<file path="src/rtl/uart_modem_pkg.sv">
package uart_modem_pkg;
   localparam logic MARK_LEVEL = 1'b1;
   typedef enum logic {RTS_SRC_SW = 1'b0, RTS_SRC_AUTO = 1'b1} rts_src_e;

   function automatic logic lvl_reached(input int unsigned lvl, input int unsigned trig);
      return lvl >= trig;
   endfunction
endpackage

</file>
<file path="src/rtl/mdm_cts_sync.sv">
module mdm_cts_sync #(
   parameter int STAGES = 2
) (
   input  logic clk,
   input  logic rst_n,
   input  logic d_n,
   output logic q_n
);
   logic [STAGES-1:0] chain;

   generate
      if (STAGES < 2) begin : g_bad
         $error("mdm_cts_sync: STAGES must be at least 2");
      end
      for (genvar i = 0; i < STAGES; i++) begin : g_stage
         if (i == 0) begin : g_first
            always_ff @(posedge clk or negedge rst_n) begin
               if (!rst_n) chain[0] <= 1'b1;
               else        chain[0] <= d_n;
            end
         end else begin : g_next
            always_ff @(posedge clk or negedge rst_n) begin
               if (!rst_n) chain[i] <= 1'b1;
               else        chain[i] <= chain[i-1];
            end
         end
      end
   endgenerate

   assign q_n = chain[STAGES-1];
endmodule

</file>
<file path="src/rtl/mdm_rts_ctl.sv">
module mdm_rts_ctl
   import uart_modem_pkg::*;
#(
   parameter int LVL_W = 7
) (
   input  logic             clk,
   input  logic             rst_n,
   input  logic             sw_on,
   input  logic             auto_en,
   input  logic [LVL_W-1:0] lvl,
   input  logic [LVL_W-1:0] trig,
   output logic             rts_act
);
   rts_src_e src;
   logic     want;

   always_comb begin
      src  = auto_en ? RTS_SRC_AUTO : RTS_SRC_SW;
      want = (src == RTS_SRC_AUTO) ? !lvl_reached(int'(lvl), int'(trig)) : sw_on;
   end

   always_ff @(posedge clk or negedge rst_n) begin
      if (!rst_n) rts_act <= 1'b0;
      else        rts_act <= want;
   end
endmodule

</file>
<file path="src/rtl/mdm_status.sv">
module mdm_status (
   input  logic clk,
   input  logic rst_n,
   input  logic loop_en,
   input  logic rts_act,
   input  logic cts_sync_n,
   input  logic rd_strobe,
   output logic ready_now,
   output logic ready_q,
   output logic delta_q
);
   always_comb ready_now = loop_en ? rts_act : !cts_sync_n;

   always_ff @(posedge clk or negedge rst_n) begin
      if (!rst_n) begin
         ready_q <= 1'b0;
         delta_q <= 1'b0;
      end else begin
         ready_q <= ready_now;
         delta_q <= (ready_now != ready_q) | (delta_q & !rd_strobe);
      end
   end
endmodule

</file>
<file path="src/rtl/mdm_tx_gate.sv">
module mdm_tx_gate (
   input  logic clk,
   input  logic rst_n,
   input  logic gate_en,
   input  logic ready_now,
   input  logic boundary,
   output logic allow
);
   logic held;

   always_ff @(posedge clk or negedge rst_n) begin
      if (!rst_n)        held <= 1'b1;
      else if (boundary) held <= !gate_en | ready_now;
   end

   assign allow = !gate_en | held;
endmodule

</file>
<file path="src/rtl/uart_modem_ctl.sv">
module uart_modem_ctl
   import uart_modem_pkg::*;
#(
   parameter int LVL_W       = 7,
   parameter int SYNC_STAGES = 2
) (
   input  logic             clk,
   input  logic             rst_n,
   input  logic             ctl_rts_on,
   input  logic             ctl_loop,
   input  logic             auto_rts_en,
   input  logic             auto_cts_en,
   input  logic [LVL_W-1:0] rx_level,
   input  logic [LVL_W-1:0] rx_trig,
   input  logic             status_rd,
   input  logic             tx_boundary,
   input  logic             tx_serial_in,
   output logic             rx_serial_out,
   output logic             tx_pin,
   input  logic             rx_pin,
   output logic             rts_n,
   input  logic             cts_n,
   output logic             msr_cts,
   output logic             msr_dcts,
   output logic             tx_allow
);
   generate
      if (LVL_W < 1 || LVL_W > 16) begin : g_bad_lvl
         $error("uart_modem_ctl: LVL_W out of range 1..16");
      end
   endgenerate

   logic rts_act;
   logic cts_sync_n;
   logic ready_now;

   mdm_cts_sync #(.STAGES(SYNC_STAGES)) u_sync (
      .clk(clk), .rst_n(rst_n), .d_n(cts_n), .q_n(cts_sync_n)
   );

   mdm_rts_ctl #(.LVL_W(LVL_W)) u_rts (
      .clk(clk), .rst_n(rst_n), .sw_on(ctl_rts_on), .auto_en(auto_rts_en),
      .lvl(rx_level), .trig(rx_trig), .rts_act(rts_act)
   );

   mdm_status u_stat (
      .clk(clk), .rst_n(rst_n), .loop_en(ctl_loop), .rts_act(rts_act),
      .cts_sync_n(cts_sync_n), .rd_strobe(status_rd), .ready_now(ready_now),
      .ready_q(msr_cts), .delta_q(msr_dcts)
   );

   mdm_tx_gate u_gate (
      .clk(clk), .rst_n(rst_n), .gate_en(auto_cts_en), .ready_now(ready_now),
      .boundary(tx_boundary), .allow(tx_allow)
   );

   always_comb begin
      if (ctl_loop) begin
         tx_pin        = MARK_LEVEL;
         rts_n         = 1'b1;
         rx_serial_out = tx_serial_in;
      end else begin
         tx_pin        = tx_serial_in;
         rts_n         = !rts_act;
         rx_serial_out = rx_pin;
      end
   end
endmodule

</file>
<file path="config.mk">
export PLATFORM = sky130hd
export DESIGN_NAME = uart_modem_ctl
export DESIGN_NICKNAME = d
export VERILOG_FILES = /design/src/rtl/uart_modem_pkg.sv /design/src/rtl/mdm_cts_sync.sv /design/src/rtl/mdm_rts_ctl.sv /design/src/rtl/mdm_status.sv /design/src/rtl/mdm_tx_gate.sv /design/src/rtl/uart_modem_ctl.sv
export SDC_FILE = /design/constraint.sdc
export NUM_CORES = 1
export LEC_CHECK = 0
export BUFFER_PORTS_ARGS = -buffer_cell sky130_fd_sc_hd__buf_2
export CAP_MARGIN = 20
export CORE_AREA = 8 8 45 47
export CTS_CLUSTER_DIAMETER = 50
export DETAILED_ROUTE_END_ITERATION = 16
export DIE_AREA = 0 0 53 55
export PLACE_DENSITY = 0.68
export REMOVE_ABC_BUFFERS = 1
export SYNTH_ARGS = -nofsm -noshare
export SYNTH_HDL_FRONTEND = slang
export SYNTH_SLANG_ARGS = --single-unit
</file>
<file path="constraint.sdc">
create_clock -name clk -period 1.9 [get_ports clk]
set_input_delay 0.475 -clock clk [delete_from_list [all_inputs] [get_ports clk]]
set_output_delay 0.475 -clock clk [all_outputs]
set_load 0.01 [all_outputs]
</file>
==> metrics.md <==
| Metric | Value |
|---|---|
| Lkg Pwr | `0.351 nW` |
| Via count | `404` |
| Vias in the first global route | `422` |
| Pwr Density | `608 nW/µm²` |
| Clock buffer depth | `2` |
| Area of the core | `1380 µm²` |
| Clk sinks | `6` |
| Root buf cell | `clkbuf_4` |
| Drt pass-1 iters | `1` |
| FF+latch area | `154 µm²` |
| Die area | `2920 µm²` |
| Slew Limit Fails | `0` |
| IO Pins | `31` |
| Worst reg2reg path endpoint | `u_stat.delta_q` |
| GR Util All Layers | `0.0715` |
| Synthesized area per cell | `9.54 µm²` |
| Largest fanout on the critical path | `4` |
| CTS tree | `done` |
| Crit Path Class | `in2out` |
| Area of the multi-input gates | `211 µm²` |
| H-Tree Depth | `1` |
| Post-route ant nets | `0` |
| Die width | `53 µm` |
| Largest net degree at the start of global routing | `7` |
| HP Class | `in2async` |
| DIE HEIGHT | `55 µm` |
| CTS Buf Count | `3` |
| Mapped Area | `410 µm²` |
| Synth Instances | `43` |
| Post-route non-filler standard cell count | `93` |
| Vias per Instance | `4.34` |
| Hold_buf cts | `0` |
| Routability Congestion | `0.701` |
| Crit path DAT | `1.06 ns` |
| RR Startpoint | `u_rts.rts_act` |
| Global-route wire length before repair | `1590 µm` |
| Fmax | `651 MHz` |
| Number of port buffers | `30` |
| Initial Utilization | `0.297` |
| Layout fillers | `146` |
| CP startpoint kind | `input port` |
| Clock Skew | `0.00603 ns` |
| Post-detail-place hpwl | `885 µm` |
| Grt total ovfl | `0` |
| Total negative slack | `0 ns` |
| WL/cell | `10.2 µm` |
| Tightest Pin Transition | `0.266 ns` |
| Maximum VDD drop | `236 µV` |
| Inserted Diodes | `0` |
| WP data required | `1.42 ns` |
| Unique masters post-synth | `19` |
| R2R Setup Slk | `0.93 ns` |
| Row cnt | `14` |
| RSZ-0062 raised after global routing | `false` |
| Sequential share of the synthesized area | `0.375` |
| Count of warnings emitted by yosys | `0` |
| Period utilization | `0.808` |
| Layout Nets | `110` |
| Final Routed Wirelength | `944 µm` |
| Endpoints failing hold | `0` |
| Placed cells | `89` |
| Status | `finished, final reports clean` |
| Yosys reg bits | `6` |
| Resized cells post-CTS | `0` |
| Final setup viols | `0` |
| Clock Pin Slew Worst Setup and Hold Paths | `0.05 ns` |
| CP Capture Type | `output pin` |
| Setup Fix Bufs, Post-CTS | `0` |
| Clock latency on the worst-skew pair | `0.24 ns` |
| Final Critical Period | `1.54 ns` |
| Critical Path Start | `ctl_loop` |
| Area Growth Syn to Fin | `47.9%` |
| Cell depth of the worst flop-to-flop path | `4` |
| DRC viols | `0` |
| 1st-iter DRT viols | `0` |
| Max-slew headroom | `0.819` |
| Initial antenna violation count | `0` |
| Crit path to | `rx_serial_out` |
| Share of post-route cells with drive strength above 1 | `0.506` |
| # Max-Cap Violations | `0` |
==> stage by stage <==
step	hold slack, ns	utilization	cell area (µm²)	setup slack, ns	total power, mW
floorplan	0.179	-	410	0.615	0.202
global placement	0.299	0.420	581	0.364	0.247
detailed placement	0.298	0.420	581	0.364	0.250
CTS	0.0357	0.439	607	0.362	0.380
global route	0.0424	0.439	607	0.347	0.398
finish	0.0429	0.439	607	0.365	0.369
==> worst min path at each step <==
stage	depth (start not counted)	to
6_report	1	u_stat.delta_q
5_1_grt	1	u_stat.delta_q
4_1_cts	1	u_stat.delta_q
3_5_place_dp	1	u_rts.rts_act
3_3_place_gp	1	u_stat.delta_q
2_1_floorplan	0	u_rts.rts_act
==> registers in the layout, summed over array words and instances (netlist names) <==
register / flops
u_gate.held: 1
u_rts.rts_act: 1
u_stat.delta_q: 1
u_stat.ready_q: 1
u_sync.chain: 1
u_sync.q_n: 1
==> worst max-delay path: stages <==
cell,delay (ns)
buf_2,0.12
mux2_2,0.33
buf_2,0.14
==> synth_stat cells <==
master | number | area share
nand2_1 | 2 | 0.018
or2_2 | 1 | 0.015
a21o_1 | 1 | 0.018
o21ai_1 | 2 | 0.024
a221oi_1 | 1 | 0.021
o22ai_1 | 1 | 0.015
o22a_1 | 1 | 0.021
dfrtp_1 | 3 | 0.18
o21ai_0 | 1 | 0.012
mux2_2 | 1 | 0.027
dfstp_2 | 3 | 0.19
xnor2_1 | 1 | 0.021
nor3_1 | 1 | 0.012
nand2b_1 | 2 | 0.030
mux2i_2 | 1 | 0.034
inv_1 | 12 | 0.11
nand3b_1 | 1 | 0.018
nand3_1 | 1 | 0.012
ha_1 | 7 | 0.21
==> layout make-up <==
| class | instances | area share |
|---|---|---|
| multi-input combinational | 25 | 0.348 |
| sequential | 6 | 0.254 |
| clock buffer | 4 | 0.0433 |
| timing repair buffer | 30 | 0.247 |
| inverter | 12 | 0.0742 |
| tap | 16 | 0.0330 |
==> placed cells by master, fill, tap and decap left out, drive strengths merged <==
master   n
xnor2    1
nand3b   1
nand3    1
mux2     1
a21o     1
inv     12
nand2    2
nor3     1
dfstp    3
or2      1
o22a     1
o21ai    3
nand2b   2
dfrtp    3
clkbuf   4
a221oi   1
ha       7
buf     30
o22ai    1
mux2i    1
==> power breakdown <==
part / internal (mW) / leakage [nW] / switching (mW)
Combinational: 0.0521 / 0.270 / 0.0444
Sequential: 0.145 / 0.0658 / 0.00597
Clock: 0.0793 / 0.0150 / 0.0424
Total: 0.276 / 0.351 / 0.0929
==> logic make-up (layout without fill, tap and decap cells) <==
group,Yosys count,count (layout),synth area share
xor gates and xnor gates,1,1,0.0213
and+or+nand+nor,8,8,0.107
AOI/OAI and AO/OA,7,7,0.113
muxes,2,2,0.0610
DFF,6,6,0.375
adders and majority gates,7,7,0.213
buffers and inverters,12,46,0.110
==> metal layers <==
| metal | GRT usage | share of wire |
|---|---|---|
| met1 | 0.0819 | 0.45 |
| met4 | 0.0259 | 0 |
| met2 | 0.0996 | 0.37 |
| met5 | 0 | 0 |
| met3 | 0.0535 | 0.18 |
(Power assumes the default switching activity.)
